## src/rtl/ds3_oh_pkg.sv

```systemverilog
package ds3_oh_pkg;
  localparam int NSUB  = 7;
  localparam int NBLK  = 8;
  localparam int SUB_W = $clog2(NSUB);
  localparam int BLK_W = $clog2(NBLK);
  localparam int IDX_W = SUB_W + BLK_W;

  typedef enum logic [3:0] {
    CL_PAY  = 4'd0,
    CL_X    = 4'd1,
    CL_P    = 4'd2,
    CL_M    = 4'd3,
    CL_F    = 4'd4,
    CL_AIC  = 4'd5,
    CL_NA   = 4'd6,
    CL_FEAC = 4'd7,
    CL_UDL  = 4'd8,
    CL_CP   = 4'd9,
    CL_FEBE = 4'd10,
    CL_PMDL = 4'd11,
    CL_RSV  = 4'd12
  } oh_cls_e;
endpackage

```

## src/rtl/ds3_frame_cnt.sv

```systemverilog
module ds3_frame_cnt
  import ds3_oh_pkg::*;
#(
  parameter int PAYLOAD_BITS = 84
) (
  input  logic             clk,
  input  logic             rst_n,
  output logic [BLK_W-1:0] blk_idx,
  output logic [SUB_W-1:0] sub_idx,
  output logic             at_oh,
  output logic             at_sof,
  output logic             at_eof
);
  localparam int BW = $clog2(PAYLOAD_BITS + 1);

  logic [BW-1:0]    bit_q, bit_d;
  logic [BLK_W-1:0] blk_q, blk_d;
  logic [SUB_W-1:0] sub_q, sub_d;
  logic bit_last, blk_last, sub_last;

  always_comb begin
    bit_last = (bit_q == BW'(PAYLOAD_BITS));
    blk_last = (blk_q == BLK_W'(NBLK - 1));
    sub_last = (sub_q == SUB_W'(NSUB - 1));
    bit_d = bit_last ? '0 : bit_q + 1'b1;
    blk_d = blk_q;
    sub_d = sub_q;
    if (bit_last) begin
      blk_d = blk_last ? '0 : blk_q + 1'b1;
      if (blk_last) begin
        sub_d = sub_last ? '0 : sub_q + 1'b1;
      end
    end
  end

  always_ff @(posedge clk or negedge rst_n) begin
    if (!rst_n) begin
      bit_q <= '0;
      blk_q <= '0;
      sub_q <= '0;
    end else begin
      bit_q <= bit_d;
      blk_q <= blk_d;
      sub_q <= sub_d;
    end
  end

  assign blk_idx = blk_q;
  assign sub_idx = sub_q;
  assign at_oh   = (bit_q == '0);
  assign at_sof  = at_oh && (blk_q == '0) && (sub_q == '0);
  assign at_eof  = bit_last && blk_last && sub_last;
endmodule

```

## src/rtl/ds3_slot_decode.sv

```systemverilog
module ds3_slot_decode
  import ds3_oh_pkg::*;
(
  input  logic             at_oh,
  input  logic [BLK_W-1:0] blk_idx,
  input  logic [SUB_W-1:0] sub_idx,
  output oh_cls_e          cls,
  output logic             pattern
);
  logic [1:0] c_sel;

  always_comb begin
    cls     = CL_PAY;
    pattern = 1'b0;
    c_sel   = 2'(blk_idx >> 1) - 2'd1;
    if (at_oh) begin
      if (blk_idx == '0) begin
        unique case (sub_idx)
          SUB_W'(0), SUB_W'(1): cls = CL_X;
          SUB_W'(2), SUB_W'(3): cls = CL_P;
          default: begin
            cls     = CL_M;
            pattern = (sub_idx == SUB_W'(5));
          end
        endcase
      end else if (blk_idx[0]) begin
        cls     = CL_F;
        pattern = (blk_idx == BLK_W'(1)) || (blk_idx == BLK_W'(7));
      end else begin
        unique case (sub_idx)
          SUB_W'(0): begin
            if (c_sel == 2'd0)      cls = CL_AIC;
            else if (c_sel == 2'd1) cls = CL_NA;
            else                    cls = CL_FEAC;
          end
          SUB_W'(1): cls = CL_UDL;
          SUB_W'(2): cls = CL_CP;
          SUB_W'(3): cls = CL_FEBE;
          SUB_W'(4): cls = CL_PMDL;
          default:   cls = CL_RSV;
        endcase
      end
    end
  end
endmodule

```

## src/rtl/ds3_parity_acc.sv

```systemverilog
module ds3_parity_acc (
  input  logic clk,
  input  logic rst_n,
  input  logic pay_en,
  input  logic pay_bit,
  input  logic at_eof,
  output logic par_prev
);
  logic acc_q, acc_d, prev_q, prev_d, acc_nx;

  always_comb begin
    acc_nx = acc_q ^ (pay_en & pay_bit);
    acc_d  = at_eof ? 1'b0 : acc_nx;
    prev_d = at_eof ? acc_nx : prev_q;
  end

  always_ff @(posedge clk or negedge rst_n) begin
    if (!rst_n) begin
      acc_q  <= 1'b0;
      prev_q <= 1'b0;
    end else begin
      acc_q  <= acc_d;
      prev_q <= prev_d;
    end
  end

  assign par_prev = prev_q;
endmodule

```

## src/rtl/ds3_ext_capture.sv

```systemverilog
module ds3_ext_capture (
  input  logic clk,
  input  logic rst_n,
  input  logic strobed,
  input  logic at_oh,
  input  logic ext_d,
  input  logic ext_en,
  output logic oh_clk,
  output logic ext_bit
);
  logic hold_q, hold_d, hold_ce;

  always_comb begin
    hold_ce = strobed && ext_en;
    hold_d  = hold_ce ? ext_d : hold_q;
  end

  always_ff @(posedge clk or negedge rst_n) begin
    if (!rst_n) hold_q <= 1'b0;
    else        hold_q <= hold_d;
  end

  assign oh_clk  = !strobed && at_oh;
  assign ext_bit = strobed ? hold_q : ext_d;
endmodule

```

## src/rtl/ds3_tx_oh_mux.sv

```systemverilog
module ds3_tx_oh_mux
  import ds3_oh_pkg::*;
#(
  parameter int PAYLOAD_BITS = 84
) (
  input  logic             clk,
  input  logic             rst_n,
  input  logic             cfg_ext_mode_i,
  input  logic             cfg_x_ext_i,
  input  logic             cfg_feac_ext_i,
  input  logic             cfg_febe_ext_i,
  input  logic             cfg_cp_ext_i,
  input  logic             cfg_pmdl_ext_i,
  input  logic             cfg_inv_p_i,
  input  logic             cfg_inv_f_i,
  input  logic             cfg_inv_m_i,
  input  logic             gen_x_i,
  input  logic             gen_feac_i,
  input  logic             gen_febe_i,
  input  logic             pay_i,
  output logic             pay_rd_o,
  input  logic             ext_d_i,
  input  logic             ext_en_i,
  output logic             oh_clk_o,
  output logic [IDX_W-1:0] oh_idx_o,
  input  logic             dl_bit_i,
  input  logic             dl_valid_i,
  output logic             dl_rd_o,
  output logic             ser_o,
  output logic             oh_o,
  output logic             sof_o
);
  logic [BLK_W-1:0] blk_idx;
  logic [SUB_W-1:0] sub_idx;
  logic at_oh, at_sof, at_eof;
  oh_cls_e slot_cls;
  logic pattern, par_prev, ext_bit, p_tx, dl_src;
  logic bit_nx, ser_q, oh_q, sof_q;

  ds3_frame_cnt #(.PAYLOAD_BITS(PAYLOAD_BITS)) u_cnt (
    .clk(clk), .rst_n(rst_n), .blk_idx(blk_idx), .sub_idx(sub_idx),
    .at_oh(at_oh), .at_sof(at_sof), .at_eof(at_eof)
  );

  ds3_slot_decode u_dec (
    .at_oh(at_oh), .blk_idx(blk_idx), .sub_idx(sub_idx),
    .cls(slot_cls), .pattern(pattern)
  );

  ds3_parity_acc u_par (
    .clk(clk), .rst_n(rst_n), .pay_en(!at_oh), .pay_bit(pay_i),
    .at_eof(at_eof), .par_prev(par_prev)
  );

  ds3_ext_capture u_ext (
    .clk(clk), .rst_n(rst_n), .strobed(cfg_ext_mode_i), .at_oh(at_oh),
    .ext_d(ext_d_i), .ext_en(ext_en_i), .oh_clk(oh_clk_o), .ext_bit(ext_bit)
  );

  always_comb begin
    p_tx   = par_prev ^ cfg_inv_p_i;
    dl_src = dl_valid_i ? dl_bit_i : 1'b1;
    unique case (slot_cls)
      CL_PAY:  bit_nx = pay_i;
      CL_X:    bit_nx = cfg_x_ext_i ? ext_bit : gen_x_i;
      CL_P:    bit_nx = p_tx;
      CL_M:    bit_nx = pattern ^ cfg_inv_m_i;
      CL_F:    bit_nx = pattern ^ cfg_inv_f_i;
      CL_FEAC: bit_nx = cfg_feac_ext_i ? ext_bit : gen_feac_i;
      CL_UDL:  bit_nx = ext_bit;
      CL_CP:   bit_nx = cfg_cp_ext_i ? ext_bit : p_tx;
      CL_FEBE: bit_nx = cfg_febe_ext_i ? ext_bit : gen_febe_i;
      CL_PMDL: bit_nx = cfg_pmdl_ext_i ? ext_bit : dl_src;
      default: bit_nx = 1'b1;
    endcase
  end

  always_ff @(posedge clk or negedge rst_n) begin
    if (!rst_n) begin
      ser_q <= 1'b0;
      oh_q  <= 1'b0;
      sof_q <= 1'b0;
    end else begin
      ser_q <= bit_nx;
      oh_q  <= at_oh;
      sof_q <= at_sof;
    end
  end

  assign pay_rd_o = !at_oh;
  assign dl_rd_o  = (slot_cls == CL_PMDL) && !cfg_pmdl_ext_i && dl_valid_i;
  assign oh_idx_o = {sub_idx, blk_idx};
  assign ser_o    = ser_q;
  assign oh_o     = oh_q;
  assign sof_o    = sof_q;
endmodule

```

## config.mk

```make
export PLATFORM = sky130hd
export DESIGN_NAME = ds3_tx_oh_mux
export DESIGN_NICKNAME = d
export VERILOG_FILES = /design/src/rtl/ds3_oh_pkg.sv /design/src/rtl/ds3_frame_cnt.sv /design/src/rtl/ds3_slot_decode.sv /design/src/rtl/ds3_parity_acc.sv /design/src/rtl/ds3_ext_capture.sv /design/src/rtl/ds3_tx_oh_mux.sv
export SDC_FILE = /design/constraint.sdc
export NUM_CORES = 1
export LEC_CHECK = 0
export ABC_AREA = 1
export CORE_MARGIN = 2
export CORE_UTILIZATION = 50
export DETAILED_ROUTE_END_ITERATION = 10
export GPL_ROUTABILITY_DRIVEN = 0
export PLACE_DENSITY_LB_ADDON = 0.2
export SYNTH_ARGS = -nofsm -noshare
export SYNTH_HDL_FRONTEND = slang
export SYNTH_HIERARCHICAL = 1
export SYNTH_SLANG_ARGS = --single-unit
```

## constraint.sdc

```tcl
create_clock -name clk -period 2.86 [get_ports clk]
set_clock_uncertainty 0.2 [all_clocks]
set_input_delay 0.286 -clock clk [delete_from_list [all_inputs] [get_ports clk]]
set_output_delay 0.286 -clock clk [all_outputs]
set_load 0.03 [all_outputs]
```

==> run metrics <==
status=finished, final reports clean; critical path's slowest cell=clkdlybuf4s50_1; Worst Setup Start Kind=flip-flop; Worst Hold Class=input pin to async pin; Fin Hold WS=between 200 and 250 ps; most frequent cells in the layout=72 x nand2_1, 33 x inv_1, 29 x clkdlybuf4s50_1; Max-Cap Viols=0; Die ar.=3300 sq um; worst skew pair latency=300 ps; share of cells above drive strength 1=10.9%; post-synthesis sequential area ratio=33.3%; Slew HR=45.0%; TritonRoute pass-1 iters=4; reg-to-reg startpoint=u_cnt/bit_q[0]; WS Path Type=flip-flop to primary output; initial antenna violation count=0; Die Width=between 50 and 60 microns; port bufs=30; # clock sinks=19; H-tree levels=1; Layout area overhead=27.1%; Avg Vias per Cell=4.97; Clk Tree Root Cell=clkbuf_4; Mean Syn Cell Area=6.35 sq um; initial DRC count=between 50 and 60; Boundary Pins=31; final setup fails=0; Slew @ Worst Pin=approximately 820 ps; Clk pwr share=between 20% and 30%; Post-Synthesis Cells=225; fmax=371 MHz; via count=1437; Crit Path Max Fanout=8; WL/cell=approximately 10 microns; Synthesis Warnings=6; DRC violations left=0; clk buf depth=2; drt total wl=3010 microns; Post-Syn Area=1430 sq um; Core Rows=19; most common cell after layout, fill and taps aside=nand2_1; leading area contributor after synthesis=dfrtp_1; first-pass GRT wire length=between 5000 and 6000 microns; CTS Hold Bufs=0; crit-path cells=inv_1, ha_1, nand3_2, nor2_4, inv_1, nor2_1, clkdlybuf4s50_1; Worst EP required=2370 ps; antenna violation net count after detailed routing=0; # nets final=about 280; CTS clk-pin slew, worst paths=~120 ps; worst vdd ir=about 290 uV; Logic pwr share=between 10% and 20%; die height=~57 microns; top cells by area, synth=dfrtp_1 33%, nand2_1 19%, nand3_1 9.8%; CTS tree=built; Synth top area share=33.3%; fin util=approximately 66%; PnR worst setup slack=approximately 160 ps; gr usage total=19.3%; Core Area=roughly 2700 sq um; Synth Register Bits=19; sw frac=about a quarter; Placement Setup Slack=165 ps; Initial Util=between 50% and 60%; Largest delay share family, worst path=buffers and inverters; total grt overflow=0; Pleak=0.873 nW; Final Hold Fails=0; sequential power share=58.2%; TritonCTS Buffers=3; final slew viol count=0; diodes inserted=0; minimum clock period=2700 ps; PwrDens=about 260 nW/um^2; vias in the first global route=1207; post-synthesis net count=249; share of the clock period used by the worst path=94.3%; Internal=358 uW; critical path endpoint category=primary output; Max stage delay on crit path=around 670 ps; P_sw=between 100 and 150 uW; CP startpoint=u_cnt/bit_q[0]; CP arrival=2210 ps; most frequent cell on the critical path=inv_1; library cells used by synthesis=21; CP bufs+invs=3; largest net degree at the start of global routing=20; hpwl dp=2360 microns
[metrics by stage]
step | setup TNS (ps) | std cells | area (sq um) | power [mW]
floorplan | 0 | 225 | 1430 | 0.302
global placement | 0 | 284 | 1760 | 0.339
detailed placement | 0 | 284 | 1760 | 0.339
CTS | 0 | 288 | 1800 | 0.484
global route | -43.7 | 289 | 1820 | 0.501
finish | 0 | 289 | 1820 | 0.473
[synth_stat cells (all sizes together)]
cell     n
nor2    29
a21oi    7
ha       5
buf      2
nor3     1
nand4    3
nand3   32
nand2   74
dfrtp   19
o21ai   10
xor2     2
nand3b   1
inv     39
xnor2    1
[repair_timing]
| item | 4_1_cts | 5_1_grt |
|---|---|---|
| buffers inserted | 0 | 1 |
| gates resized for setup | 3 | 3 |
| pin swaps | 0 | 1 |
| gates cloned | 0 | 0 |
| endpoints found under the setup margin | 2 | 2 |
| endpoints found under the hold margin | 0 | 0 |
[area by class of cell]
type	count	area, sq um
Fill cell	259	918
Multi-Input combinational cell	165	820
Sequential cell	19	475
Timing Repair Buffer	31	305
Inverter	39	146
Tap cell	31	38.8
Clock buffer	3	22.5
Clock inverter	1	7.51
[flip-flops by register name, indices dropped and copies added (netlist names)]
name	flops
oh_o	1
u_cnt/sub_idx	3
u_ext/hold_q	1
u_par/par_prev	1
u_par/acc_q	1
u_cnt/blk_idx	3
sof_o	1
u_cnt/bit_q	7
ser_o	1
[worst reg2reg max path, cell delays in order, from the launching register on]
cell and delay [ps]:
dfrtp_1 450, inv_1 80, ha_1 190, nand3_2 150
nor2_4 220, o21ai_0 140, a21oi_2 180, buf_4 150
inv_1 30, nand2_1 80, nand3_1 80, nand2_1 60
nand3_1 60, nor2_1 110, nand3_1 80
[power by group through the flow]
stage | clock [mW] | sequential, mW | combinational (mW)
CTS | 0.150 | 0.275 | 0.0587
floorplan | 0 | 0.282 | 0.0206
global route | 0.159 | 0.276 | 0.0659
detailed placement | 0 | 0.280 | 0.0584
global placement | 0 | 0.280 | 0.0583
finish | 0.140 | 0.275 | 0.0576
[per-layer routing]
layer	up-vias	GRT usage, %	part of all wire (%)
li1	766	-	-
met1	642	26.1	47
met2	27	32.1	48
met3	2	4.31	4.5
met4	0	2.99	0.47
met5	-	0	0
[path summary, 6_finish.rpt]
kind | slack, ps | end | cells past startpoint
setup / recovery | 160 | oh_clk_o | 7
hold / removal | 250 | u_cnt/sub_idx[2] | 1
setup reg to reg | 500 | ser_o | 14
hold reg to reg | 290 | u_ext/hold_q | 2
max in group asynchronous | 1700 | u_par/acc_q | 1
min in group clk | 290 | u_ext/hold_q | 2
[cell families (layout without fill, tap and decap cells)]
| kind of cell | count (synthesis) | count (layout) | synth area share, % |
|---|---|---|---|
| adders and majority gates | 5 | 5 | 4.38 |
| AOI/OAI and AO/OA | 17 | 17 | 6.48 |
| and+or+nand+nor | 140 | 140 | 43.1 |
| buffers and inverters | 41 | 74 | 10.9 |
| DFF | 19 | 19 | 33.3 |
| xor gates and xnor gates | 3 | 3 | 1.84 |
(Power assumes the default switching activity.)
